===== config.mk =====
export PLATFORM = sky130hd
export DESIGN_NAME = acc_core
export DESIGN_NICKNAME = d
export VERILOG_FILES = /design/src/rtl/acc_pkg.sv /design/src/rtl/acc_datapath.sv /design/src/rtl/acc_control.sv /design/src/rtl/acc_core.sv
export SDC_FILE = /design/constraint.sdc
export NUM_CORES = 1
export LEC_CHECK = 0
export BUFFER_PORTS_ARGS = -buffer_cell sky130_fd_sc_hd__buf_2
export CELL_PAD_IN_SITES_DETAIL_PLACEMENT = 0
export CELL_PAD_IN_SITES_GLOBAL_PLACEMENT = 1
export CORE_MARGIN = 1.5
export CORE_UTILIZATION = 35
export DETAILED_ROUTE_END_ITERATION = 10
export GPL_ROUTABILITY_DRIVEN = 0
export GPL_TIMING_DRIVEN = 0
export PLACE_DENSITY_LB_ADDON = 0.12
export SLEW_MARGIN = 30
export SYNTH_ARGS = -nofsm -noshare
export SYNTH_HDL_FRONTEND = slang
export SYNTH_HIERARCHICAL = 1
export SYNTH_SLANG_ARGS = --single-unit

===== constraint.sdc =====
create_clock -name clk -period 3.7 [get_ports clk]
set_input_delay 0.555 -clock clk [delete_from_list [all_inputs] [get_ports clk]]
set_output_delay 0.555 -clock clk [all_outputs]
set_load 0.01 [all_outputs]

===== src/rtl/acc_pkg.sv =====
package acc_pkg;

  localparam int OP_W = 5;

  typedef enum logic [OP_W-1:0] {
    OP_HALT  = 5'h00,
    OP_LOAD  = 5'h01,
    OP_STORE = 5'h02,
    OP_ADD   = 5'h03,
    OP_SUB   = 5'h04,
    OP_SHL   = 5'h05,
    OP_SHR   = 5'h06,
    OP_JUMP  = 5'h07,
    OP_JGE   = 5'h08,
    OP_LDADR = 5'h09,
    OP_STADR = 5'h0A,
    OP_JZI   = 5'h0B,
    OP_LDI   = 5'h0C,
    OP_STI   = 5'h0D,
    OP_INCI  = 5'h0E
  } opcode_e;

  typedef enum logic [2:0] {
    ST_FETCH, ST_LATCH, ST_EXEC, ST_WB, ST_HALT
  } state_e;

  typedef enum logic [2:0] {
    AC_MEM, AC_ADD, AC_SUB, AC_SHL, AC_SHR, AC_ADRF
  } acSel_e;

  typedef enum logic [1:0] {
    IX_MEM, IX_INC1, IX_ADDK
  } ixSel_e;

  typedef enum logic [1:0] {
    WD_AC, WD_IX, WD_MERGE
  } wdSel_e;

  typedef struct packed {
    logic   irLoad;
    logic   pcInc;
    logic   pcJump;
    logic   acLoad;
    acSel_e acSel;
    logic   ixLoad;
    ixSel_e ixSel;
    logic   addrEa;
    logic   useIx;
    logic   memWe;
    wdSel_e wdSel;
  } ctrl_t;

endpackage


===== src/rtl/acc_datapath.sv =====
module acc_datapath
  import acc_pkg::*;
#(
  parameter int ADDR_W = 10,
  parameter int WORD_W = OP_W + 1 + ADDR_W
) (
  input  logic              clk,
  input  logic              rstN,
  input  ctrl_t             ctrl,
  input  logic [WORD_W-1:0] memRdata,
  output logic [ADDR_W-1:0] memAddr,
  output logic [WORD_W-1:0] memWdata,
  output logic [OP_W-1:0]   opcode,
  output logic              ixBit,
  output logic              acNeg,
  output logic              ixZero,
  output logic [ADDR_W-1:0] irAddr
);

  logic [ADDR_W-1:0] pcQ;
  logic [WORD_W-1:0] irQ;
  logic [WORD_W-1:0] acQ;
  logic [ADDR_W-1:0] ixQ;
  logic [ADDR_W-1:0] effAddr;
  logic [WORD_W-1:0] acNext;
  logic [ADDR_W-1:0] ixNext;

  assign opcode  = irQ[WORD_W-1 -: OP_W];
  assign ixBit   = irQ[ADDR_W];
  assign irAddr  = irQ[ADDR_W-1:0];
  assign acNeg   = acQ[WORD_W-1];
  assign ixZero  = (ixQ == '0);
  assign effAddr = irAddr + (ctrl.useIx ? ixQ : '0);
  assign memAddr = ctrl.addrEa ? effAddr : pcQ;

  always_comb begin
    unique case (ctrl.acSel)
      AC_MEM:  acNext = memRdata;
      AC_ADD:  acNext = acQ + memRdata;
      AC_SUB:  acNext = acQ - memRdata;
      AC_SHL:  acNext = {acQ[WORD_W-2:0], 1'b0};
      AC_SHR:  acNext = {acQ[WORD_W-1], acQ[WORD_W-1:1]};
      AC_ADRF: acNext = WORD_W'(memRdata[ADDR_W-1:0]);
      default: acNext = acQ;
    endcase
  end

  always_comb begin
    unique case (ctrl.ixSel)
      IX_MEM:  ixNext = memRdata[ADDR_W-1:0];
      IX_INC1: ixNext = ixQ + ADDR_W'(1);
      IX_ADDK: ixNext = ixQ + irAddr;
      default: ixNext = ixQ;
    endcase
  end

  always_comb begin
    unique case (ctrl.wdSel)
      WD_AC:    memWdata = acQ;
      WD_IX:    memWdata = WORD_W'(ixQ);
      WD_MERGE: memWdata = {memRdata[WORD_W-1:ADDR_W], acQ[ADDR_W-1:0]};
      default:  memWdata = acQ;
    endcase
  end

  always_ff @(posedge clk or negedge rstN) begin
    if (!rstN) begin
      pcQ <= '0;
      irQ <= '0;
      acQ <= '0;
      ixQ <= '0;
    end else begin
      if (ctrl.irLoad) irQ <= memRdata;
      if (ctrl.acLoad) acQ <= acNext;
      if (ctrl.ixLoad) ixQ <= ixNext;
      if (ctrl.pcJump)     pcQ <= irAddr;
      else if (ctrl.pcInc) pcQ <= pcQ + ADDR_W'(1);
    end
  end

endmodule


===== src/rtl/acc_control.sv =====
module acc_control
  import acc_pkg::*;
(
  input  logic            clk,
  input  logic            rstN,
  input  logic [OP_W-1:0] opcode,
  input  logic            ixBit,
  input  logic            acNeg,
  input  logic            ixZero,
  output ctrl_t           ctrl,
  output logic            halted
);

  state_e stateQ;
  state_e stateNext;
  logic   indexable;

  assign indexable = ixBit && ((opcode == OP_LOAD) || (opcode == OP_ADD));
  assign halted    = (stateQ == ST_HALT);

  always_comb begin
    ctrl      = '0;
    stateNext = stateQ;
    unique case (stateQ)
      ST_FETCH: stateNext = ST_LATCH;
      ST_LATCH: begin
        ctrl.irLoad = 1'b1;
        stateNext   = ST_EXEC;
      end
      ST_EXEC: begin
        ctrl.useIx = indexable;
        stateNext  = ST_FETCH;
        case (opcode)
          OP_LOAD, OP_ADD, OP_SUB, OP_LDADR, OP_STADR, OP_LDI: begin
            ctrl.addrEa = 1'b1;
            stateNext   = ST_WB;
          end
          OP_STORE: begin
            ctrl.addrEa = 1'b1;
            ctrl.memWe  = 1'b1;
            ctrl.wdSel  = WD_AC;
            ctrl.pcInc  = 1'b1;
          end
          OP_STI: begin
            ctrl.addrEa = 1'b1;
            ctrl.memWe  = 1'b1;
            ctrl.wdSel  = WD_IX;
            ctrl.pcInc  = 1'b1;
          end
          OP_SHL: begin
            ctrl.acLoad = 1'b1;
            ctrl.acSel  = AC_SHL;
            ctrl.pcInc  = 1'b1;
          end
          OP_SHR: begin
            ctrl.acLoad = 1'b1;
            ctrl.acSel  = AC_SHR;
            ctrl.pcInc  = 1'b1;
          end
          OP_JUMP: ctrl.pcJump = 1'b1;
          OP_JGE: begin
            ctrl.pcJump = !acNeg;
            ctrl.pcInc  = acNeg;
          end
          OP_JZI: begin
            ctrl.pcJump = ixZero;
            ctrl.pcInc  = !ixZero;
            ctrl.ixLoad = !ixZero;
            ctrl.ixSel  = IX_INC1;
          end
          OP_INCI: begin
            ctrl.ixLoad = 1'b1;
            ctrl.ixSel  = IX_ADDK;
            ctrl.pcInc  = 1'b1;
          end
          OP_HALT: stateNext = ST_HALT;
          default: ctrl.pcInc = 1'b1;
        endcase
      end
      ST_WB: begin
        ctrl.useIx  = indexable;
        ctrl.addrEa = 1'b1;
        ctrl.pcInc  = 1'b1;
        stateNext   = ST_FETCH;
        case (opcode)
          OP_LOAD: begin
            ctrl.acLoad = 1'b1;
            ctrl.acSel  = AC_MEM;
          end
          OP_ADD: begin
            ctrl.acLoad = 1'b1;
            ctrl.acSel  = AC_ADD;
          end
          OP_SUB: begin
            ctrl.acLoad = 1'b1;
            ctrl.acSel  = AC_SUB;
          end
          OP_LDADR: begin
            ctrl.acLoad = 1'b1;
            ctrl.acSel  = AC_ADRF;
          end
          OP_LDI: begin
            ctrl.ixLoad = 1'b1;
            ctrl.ixSel  = IX_MEM;
          end
          OP_STADR: begin
            ctrl.memWe = 1'b1;
            ctrl.wdSel = WD_MERGE;
          end
          default: ;
        endcase
      end
      ST_HALT: stateNext = ST_HALT;
      default: stateNext = ST_FETCH;
    endcase
  end

  always_ff @(posedge clk or negedge rstN) begin
    if (!rstN) stateQ <= ST_FETCH;
    else       stateQ <= stateNext;
  end

endmodule


===== src/rtl/acc_core.sv =====
module acc_core
  import acc_pkg::*;
#(
  parameter int ADDR_W = 10,
  parameter int WORD_W = OP_W + 1 + ADDR_W
) (
  input  logic              clk,
  input  logic              rstN,
  output logic [ADDR_W-1:0] memAddr,
  output logic [WORD_W-1:0] memWdata,
  output logic              memWe,
  input  logic [WORD_W-1:0] memRdata,
  output logic              halted
);

  ctrl_t             ctrl;
  logic [OP_W-1:0]   opcode;
  logic              ixBit;
  logic              acNeg;
  logic              ixZero;
  logic [ADDR_W-1:0] irAddr;

  assign memWe = ctrl.memWe;

  acc_control ctrlI (
    .clk    (clk),
    .rstN   (rstN),
    .opcode (opcode),
    .ixBit  (ixBit),
    .acNeg  (acNeg),
    .ixZero (ixZero),
    .ctrl   (ctrl),
    .halted (halted)
  );

  acc_datapath #(.ADDR_W(ADDR_W), .WORD_W(WORD_W)) dpI (
    .clk      (clk),
    .rstN     (rstN),
    .ctrl     (ctrl),
    .memRdata (memRdata),
    .memAddr  (memAddr),
    .memWdata (memWdata),
    .opcode   (opcode),
    .ixBit    (ixBit),
    .acNeg    (acNeg),
    .ixZero   (ixZero),
    .irAddr   (irAddr)
  );

endmodule


==> flow_summary.ini, run 1 <==
[placed_design]
io_buffers = 41
dpl.hpwl_um = 13500
placedCellCount = 942
postPlaceCellArea_mm2 = 0.00611

[cts]
cts_max_path_buffers = 2
path_clk_slew_ps = 80
ctsRootBufferMaster = clkbuf_16
cts_sinks = 55
cts_tree = built
worstSkewPairLatency_ps = 310
cts_made_buffers = 5
holdBufCountCts = 0
htree_levels = 2

[timing]
max_freq_mhz = 257
whs_ps = 326
setup_viol = 11
fin_crit_ps = 3890
tightestPinTransition_ps = 790
hold_violations = 0
final_max_slew_viol_count = 0
rsz0062_at_grt = yes
setup-tns-final_ps = -1010
relSlewSlack_pct = 47.3
finClkSkew_ps = 6.30
setup_ws_ps = -191
post-route-period-util_pct = 105

[routing]
postRouteAntennaNets = 0
drt_iter0_markers = 265
firstDrtPassIters = 5
num_vias = 5416
drc = 0
routed_via_density = 5.46
wire_per_inst_um = 18.7
wl_um = 18600

[die]
start_util_pct = 35.6
rows = 46
boundaryPins = 46
core-area_mm2 = 0.0157
die_h_um = 129
dieArea_mm2 = 0.0167
fp.dieW_um = 129

[logic_synthesis]
ys_ff_latch = 55
syn_area_mm2 = 0.00559
ys_async_sr_fraction_pct = 100
syn_avg_cell_area_um2 = 8.16
synth_nets = 745
ys_top_cells_by_area = dfrtp_1, ha_1, nand2_1
synth_flop_cell = dfrtp_1
ys_warn_count = 6
yosysTopAreaCell = dfrtp_1
yosysUniqueCellTypes = 83
yosysTopAreaCellShare_pct = 24.6
syn_inst = 685
synth_seq_area_share_pct = 24.6
synth_edf_count = 0

[critical_path]
worst_path_max_delay_cell = dfrtp_2
required_ps = 3140
worst_setup_path_end_kind = output pin
cp_max_fo = 5
path_buf_inv = 3
r2r_setup_slack_ps = -150
critical_path.max_stage_delay_ps = 430
path_class = flop to output pin
worst_setup_path_start_kind = flop
arrival_ps = 3340
worstPathCellList = nor3b_4 > nand2_2 > nor4b_4 > buf_4 > and2_4 > ha_4 > inv_2 > fa_2 > nor2b_1 > o21ai_1 > nand2b_1 > a21o_1 > a221oi_2 > xnor2_1 > mux2_4 > buf_6
path_delay_family = simple AND/OR/NAND/NOR gates

[status]
violations = setup timing
status = finished, violations left

[cells_and_area]
fin_util_pct = 45.0
nets = 836
finalInstanceArea_mm2 = 0.00708
fill_cells = 1605
area_growth_pct = 26.6
final_common_cell = nand2_1
antenna_cells = 0
final_cell_mix = nand2_1, dfrtp_1, buf_4
instances_no_fill = 992
drive_gt1_share_pct = 28.9

[power]
pwr-share-clk_pct = 9.5
ir_drop_mv = 0.270
p_sw_mw = 2.53
seqPwrFrac_pct = 24.8
power.leakage_nw = 3.04
powerDensity_mw_per_mm2 = 766
intPower_mw = 2.88
p_sw_share_pct = 46.8
p_comb_share_pct = 65.6

[grt]
grt_overflow_total = 0
grt_max_degree = 56
grt_pass1_wl_um = 29000
track_usage_pct = 22.4
antenna_found_initial = 0
grt_pass1_vias = 5403

[job]
drv_cap = 0

[min_path]
hold_class = input pin to async pin
==> layer usage <==
| layer | GRT usage [%] | share of wire, % |
|---|---|---|
| met1 | 27.9 | 44 |
| met5 | 0 | 0 |
| met3 | 2.73 | 2.2 |
| met4 | 6.68 | 1.9 |
| met2 | 40.4 | 52 |
==> sequential cells by signal (all words and copies together), names as in the netlist <==
register      flops
ctrlI/stateQ      3
dpI/acQ          16
dpI/irQ          16
dpI/ixQ          10
dpI/pcQ          10
==> Yosys cell counts (all sizes together), types with 8 or more instances <==
| master | count |
|---|---|
| xnor2 | 29 |
| mux2 | 25 |
| nor2b | 13 |
| dfrtp | 55 |
| nor2 | 43 |
| a21o | 17 |
| a22oi | 11 |
| buf | 10 |
| xor2 | 25 |
| and3 | 8 |
| nor3 | 15 |
| ha | 39 |
| nand2b | 12 |
| nand2 | 82 |
| clkbuf | 27 |
| nand3 | 14 |
| and2 | 21 |
| o21ai | 54 |
| a22o | 10 |
| inv | 23 |
| a21oi | 44 |
==> kinds of logic after synthesis <==
group,Yosys count,share of synthesized area (%)
AND/OR/NAND/NOR,254,24.0
AO/OA/AOI/OAI,189,22.2
buffers and inverters,60,4.68
flip-flops,55,24.6
XOR/XNOR,54,8.60
adder cells (fa/ha/maj),42,9.81
multiplexers,31,6.11
==> worst reg2reg max path: cells and delay by family (launching register included) <==
family | cells | cell delay [ps]
buf+inv | 3 | 320
simple gates | 7 | 1640
fa+ha+maj | 1 | 290
xor+xnor | 1 | 160
compound gates | 5 | 900
flops | 1 | 430
==> what timing repair did <==
action	in CTS	in global routing
pin swaps	31	43
setup buffers	26	20
endpoints found under the setup margin	22	21
endpoints found under the hold margin	0	0
gates resized for setup	63	42
==> per-stage QoR <==
step	worst slack [ps]	power [mW]
final	-191	5.42
after CTS	-271	5.11
after floorplan	-2.61	3.37
after detailed placement	-759	4.22
after global routing	-361	5.85
after global placement	-727	4.17
==> area by class of cell <==
class                           count  area, um^2  share of cell area, %
Clock buffer                        6         139                   1.96
Multi-Input combinational cell    570        4410                   62.3
Sequential cell                    55        1380                   19.6
Tap cell                          216         270                   3.82
Buffer                             34         181                   2.56
Inverter                           23        88.8                   1.26
Clock inverter                      1        5.00                 0.0707
Timing Repair Buffer               87         602                   8.51
==> power by group through the flow <==
stage | Sequential (mW) | Clock [mW] | Combinational, mW
floorplan | 1.16 | 0 | 2.21
global placement | 1.32 | 0 | 2.84
detailed placement | 1.33 | 0 | 2.89
CTS | 1.34 | 0.530 | 3.24
global route | 1.40 | 0.553 | 3.90
finish | 1.35 | 0.517 | 3.56
==> path summary, 6_finish.rpt <==
check	from	cells after the start	to
worst max-delay path	dpI/irQ[15]	16	memAddr[8]
worst min-delay path	rstN	1	ctrlI/stateQ[1]
worst max register to register	dpI/irQ[15]	17	dpI/acQ[13]
worst min register to register	dpI/irQ[10]	1	dpI/irQ[10]
max in group asynchronous	rstN	1	dpI/irQ[11]
min in group clk	dpI/irQ[10]	1	dpI/irQ[10]
Power figures use the tool's default switching activity.
==> run 2, diff against run 1 <==
--- a/config.mk
+++ b/config.mk
@@ -11,9 +11,9 @@
 export CORE_MARGIN = 1.5
 export CORE_UTILIZATION = 35
 export DETAILED_ROUTE_END_ITERATION = 10
-export GPL_ROUTABILITY_DRIVEN = 0
 export GPL_TIMING_DRIVEN = 0
 export PLACE_DENSITY_LB_ADDON = 0.12
+export SETUP_SLACK_MARGIN = 0.3
 export SLEW_MARGIN = 30
 export SYNTH_ARGS = -nofsm -noshare
 export SYNTH_HDL_FRONTEND = slang
==> run 2 against run 1 <==
Sequential cell count did not move. Clock skew rose by 3.3 ps. Sequential share of layout area fell by 1.1 points. Global-route usage rose by 0.18 points. Count of clock-buffer cells in the layout did not move. The flow still finishes with violations (setup timing). Utilization rose by 2.5 points. Clock power rose by 8.9%. Setup slack improved by 5.5 ps.
==> flow_summary.ini, run 2 (synthesis gave the netlist of run 1 again) <==
[status]
status = finished, violations left
violations = setup timing

[die]
rows = 46
start_util_pct = 35.6
boundaryPins = 46
dieArea_mm2 = 0.0167
die_h_um = 129
fp.dieW_um = 129
core-area_mm2 = 0.0157

[timing]
finClkSkew_ps = 9.58
setup_viol = 12
setup_ws_ps = -186
tightestPinTransition_ps = 801
final_max_slew_viol_count = 0
relSlewSlack_pct = 46.1
rsz0062_at_grt = yes
setup-tns-final_ps = -1240
hold_violations = 0
fin_crit_ps = 3890
max_freq_mhz = 257
post-route-period-util_pct = 105

[grt]
grt_pass1_vias = 5543
grt_overflow_total = 0
grt_pass1_wl_um = 29200
grt_max_degree = 56
antenna_found_initial = 0
track_usage_pct = 22.6

[cts]
worstSkewPairLatency_ps = 310
cts_max_path_buffers = 2
ctsRootBufferMaster = clkbuf_16
cts_sinks = 55
cts_tree = built
cts_made_buffers = 5
htree_levels = 2
holdBufCountCts = 0
path_clk_slew_ps = 80

[power]
pwr-share-clk_pct = 9.8
ir_drop_mv = 0.336
seqPwrFrac_pct = 23.4
power_mw = 5.74
p_sw_share_pct = 45.3
intPower_mw = 3.14
p_sw_mw = 2.60
p_comb_share_pct = 66.8
power.leakage_nw = 3.23
powerDensity_mw_per_mm2 = 768

[critical_path]
worstPathCellList = nor3b_4 > nand2_2 > nor4b_4 > buf_4 > and2_4 > ha_4 > inv_2 > fa_2 > nor2b_1 > o21ai_1 > nand2b_1 > a21o_1 > a221oi_2 > xnor2_1 > mux2_4 > buf_6
critical_path.max_stage_delay_ps = 440
required_ps = 3140
worst_setup_path_end_kind = output pin
worst_path_max_delay_cell = dfrtp_2
path_buf_inv = 3
cp_max_fo = 3
path_delay_family = simple AND/OR/NAND/NOR gates
r2r_setup_slack_ps = -120
arrival_ps = 3330
path_class = flop to output pin
worst_setup_path_start_kind = flop

[routing]
firstDrtPassIters = 4
num_vias = 5504
routed_via_density = 5.43
postRouteAntennaNets = 0
drt_iter0_markers = 329
wl_um = 18700
wire_per_inst_um = 18.4
drc = 0

[placed_design]
post-place-ws_ps = -735
io_buffers = 41
routabilityCongestion = 0.840
dpl.hpwl_um = 13300
placedCellCount = 942

[min_path]
hold_class = input pin to async pin

[cells_and_area]
instances_no_fill = 1013
regArea_mm2 = 0.00138
multi_input_area_mm2 = 0.00454
nets = 857
final_cell_mix = nand2_1, buf_4, dfrtp_1
largestRegisters = dpI/acQ x16, dpI/irQ x16
fill_cells = 1566
final_common_cell = nand2_1
antenna_cells = 0
area_growth_pct = 33.8
drive_gt1_share_pct = 32.6

[job]
drv_cap = 0
## run 2: cell count changes in the layout (fill, tap and decap cells not counted), sizes merged
cell | previous run | this run
clkbuf | 31 | 33
clkinv | 1 | 0
bufinv | 0 | 1
clkdlybuf4s15 | 0 | 1
buf | 96 | 114
## run 2: worst reg2reg max path, cell delays in order (launching register included)
cell and delay [ps]:
dfrtp_1 380, buf_6 130, or3b_4 390, a21o_1 220, a21oi_4 160, nand2b_4 140, or2_4 120, clkbuf_16 150
o31ai_4 70, xor2_1 180, ha_1 360, o21ai_2 180, a21oi_4 60, or4_4 440, a221o_1 350, a21oi_2 150
xor2_1 150, o21ai_1 80
## run 2: per-stage QoR
step | instance area, um^2 | util (%) | hold WS [ps]
global route | 7470 | 47.6 | 381
detailed placement | 6150 | 39.1 | 513
CTS | 7140 | 45.5 | 347
global placement | 6140 | 39.1 | 513
floorplan | 5670 | - | 259
finish | 7470 | 47.6 | 315
## run 2: routing by layer
metal | part of all wire (%) | up-vias | track usage (%)
li1 | - | 2704 | -
met1 | 43 | 2699 | 27.1
met2 | 53 | 80 | 42.0
met3 | 2.2 | 21 | 2.93
met4 | 1.9 | 0 | 6.68
met5 | 0 | - | 0
## run 2: what timing repair did
action / 4_1_cts / 5_1_grt
resized for setup: 95 / 45
buffers inserted: 47 / 15
pin swaps: 36 / 43
gates cloned: 1 / 1
endpoints found under the setup margin: 38 / 33
## run 2: cell type report
cell class	count	area share, %
buffer	37	3.10
clock buffer	6	1.72
clock inverter	1	0.402
inverter	23	1.16
multi-input combinational	570	60.7
sequential	55	18.5
tap	216	3.62
timing repair buffer	105	10.8
## run 2: worst paths after layout
| check | cells past startpoint | from | to |
|---|---|---|---|
| max | 16 | dpI/irQ[15] | memAddr[8] |
| min | 1 | rstN | ctrlI/stateQ[1] |
| max reg2reg | 17 | ctrlI/stateQ[0] | dpI/acQ[12] |
| min reg2reg | 2 | dpI/irQ[7] | dpI/pcQ[7] |
| max in group asynchronous | 1 | rstN | dpI/irQ[11] |
| min in group clk | 2 | dpI/irQ[7] | dpI/pcQ[7] |
## run 2: power groups by stage
stage	clock [mW]	sequential, mW	combinational, mW
4_1_cts	0.581	1.33	3.52
5_1_grt	0.604	1.40	4.18
3_5_place_dp	0	1.33	2.90
6_report	0.563	1.35	3.83
2_1_floorplan	0	1.16	2.24
3_3_place_gp	0	1.32	2.87
==> run 3, diff against run 2 <==
--- a/config.mk
+++ b/config.mk
@@ -6,8 +6,10 @@
 export NUM_CORES = 1
 export LEC_CHECK = 0
 export BUFFER_PORTS_ARGS = -buffer_cell sky130_fd_sc_hd__buf_2
+export CAP_MARGIN = 20
 export CELL_PAD_IN_SITES_DETAIL_PLACEMENT = 0
 export CELL_PAD_IN_SITES_GLOBAL_PLACEMENT = 1
+export CORE_ASPECT_RATIO = 0.5
 export CORE_MARGIN = 1.5
 export CORE_UTILIZATION = 35
 export DETAILED_ROUTE_END_ITERATION = 10
==> run 3 against run 2 <==
The flow still finishes with violations (setup timing). Register-to-register slack hardly changed. Design area shrank 2.8%. Combinational power is 2% lower. Clock skew up 2.6 ps. Final cell count fell by 3.0%. Total power decreased by 1.6%. Utilization shrank 0.66 points. Critical endpoint is now memAddr[9]. Highest routed layer unchanged.
==> flow_summary.ini, run 3 (synthesis gave the netlist of run 1 again) <==
[timing]
finClkSkew_ps = 12.2
hold_violations = 0
relSlewSlack_pct = 48.0
rsz0062_at_grt = yes
post-route-period-util_pct = 104
setup_ws_ps = -146
setup_viol = 9
final_max_slew_viol_count = 0
tightestPinTransition_ps = 779
whs_ps = 310
max_freq_mhz = 260
fin_crit_ps = 3850

[cts]
htree_levels = 2
cts_max_path_buffers = 2
ctsRootBufferMaster = clkbuf_16
cts_made_buffers = 5
cts_sinks = 55
worstSkewPairLatency_ps = 310
cts_tree = built
path_clk_slew_ps = 80

[critical_path]
r2r-start = dpI/irQ[14]
worstReg2RegEnd = dpI/acQ[14]
path_delay_family = simple AND/OR/NAND/NOR gates
path_buf_inv = 3
required_ps = 3140
crit_top_cell = nand2_2
cp_max_fo = 3
critical_path.max_stage_delay_ps = 430
startpoint = dpI/irQ[15]
rr_worst_depth = 17
endpoint = memAddr[9]
worstPathCellList = nor3b_4 > nand2_2 > nor4b_4 > buf_4 > nand2_2 > inv_2 > ha_4 > a21o_1 > a21oi_4 > o21ai_2 > or4_1 > a31oi_2 > xnor2_1 > a21oi_1 > buf_2
worst_setup_path_end_kind = output pin
cp_num_cells = 15
worst_path_max_delay_cell = dfrtp_2
r2r_setup_slack_ps = -120
worst_setup_path_start_kind = flop
arrival_ps = 3290
path_class = flop to output pin

[routing]
drt_iter0_markers = 304
routed_via_density = 5.49
firstDrtPassIters = 5
wl_um = 18600
num_vias = 5393
wl_met1_um = 9630
routed.top_layer = met4
wire_per_inst_um = 19.0
drc = 0
met2_length_um = 8310
wl_met3_um = 560
postRouteAntennaNets = 0

[placed_design]
placedCellCount = 930
io_buffers = 41
postPlaceCellArea_mm2 = 0.00613
routabilityCongestion = 0.838
dpl.hpwl_um = 13500

[die]
start_util_pct = 36.1
rows = 32
core-area_mm2 = 0.0155
boundaryPins = 46
die_h_um = 92.3
fp.dieW_um = 182
dieArea_mm2 = 0.0168

[power]
powerDensity_mw_per_mm2 = 777
ir_drop_mv = 0.236
power.leakage_nw = 3.09

[cells_and_area]
final_common_cell = nand2_1
drive_gt1_share_pct = 31.5
finalInstanceArea_mm2 = 0.00727
largestRegisters = dpI/acQ x16, dpI/irQ x16
nets = 838
antenna_cells = 0
instances_no_fill = 983
area_growth_pct = 30.1
final_cell_mix = nand2_1, dfrtp_1, buf_4

[grt]
grt_max_degree = 56
grt_pass1_wl_um = 29500
grt_pass1_vias = 5161
track_usage_pct = 22.6
grt_overflow_total = 0
antenna_found_initial = 0

[status]
status = finished, violations left
violations = setup timing

[job]
drv_cap = 0

[min_path]
hold_class = input pin to async pin
## run 3: repair_timing
item                                   CTS  global route
pin swaps                               47            38
buffers inserted                        30            14
endpoints found under the hold margin    0             0
hold buffers                             0             0
gates cloned                             0             1
setup endpoints to repair               38            32
resized for setup                       83            47
## run 3: per-layer routing
metal  vias to the layer above  track usage, %
li1                       2663               -
met3                        13            2.71
met5                         -               0
met2                        84            35.3
met4                         0            3.54
met1                      2633            33.7
## run 3: through the flow
step | utilization, % | setup WS (ps) | setup TNS [ps] | power, mW
4_1_cts | 44.6 | -149 | -748 | 5.33
6_report | 46.9 | -146 | -797 | 5.65
3_3_place_gp | 39.6 | -640 | -6030 | 4.28
3_5_place_dp | 39.6 | -604 | -5630 | 4.28
2_1_floorplan | - | 52.7 | 0 | 3.40
5_1_grt | 46.9 | -291 | -2150 | 6.07
## run 3: final cells by class
cell class,count,area [um^2]
tap,204,255
buffer,37,233
clock buffer,5,125
multi-input combinational,570,4550
fill,1533,8230
clock inverter,3,27.5
timing repair buffer,86,609
sequential,55,1380
inverter,23,86.3
## run 3: where the power goes
group	total, mW	internal, mW	leakage, nW	switching, mW
sequential	1.38	0.897	0.646	0.487
clock	0.518	0.258	0.0719	0.259
combinational	3.75	1.84	2.38	1.90
## run 3: worst reg2reg max path, delay by kind of cell (launching register included)
family	cells	cell delay, ps
and+or+nand+nor	6	1510
AOI/OAI and AO/OA	6	760
DFF	1	450
buffers and inverters	3	440
adders and majority gates	1	370
xor gates and xnor gates	1	170
## run 3: how the worst min path moves through the flow
stage / start / endpoint / cells past startpoint
3_3_place_gp: dpI/irQ[10] / dpI/irQ[10] / 1
6_report: rstN / dpI/acQ[10] / 1
4_1_cts: rstN / dpI/acQ[10] / 1
3_5_place_dp: dpI/irQ[10] / dpI/irQ[10] / 1
2_1_floorplan: rstN / ctrlI/stateQ[0] / 0
5_1_grt: rstN / dpI/acQ[10] / 1
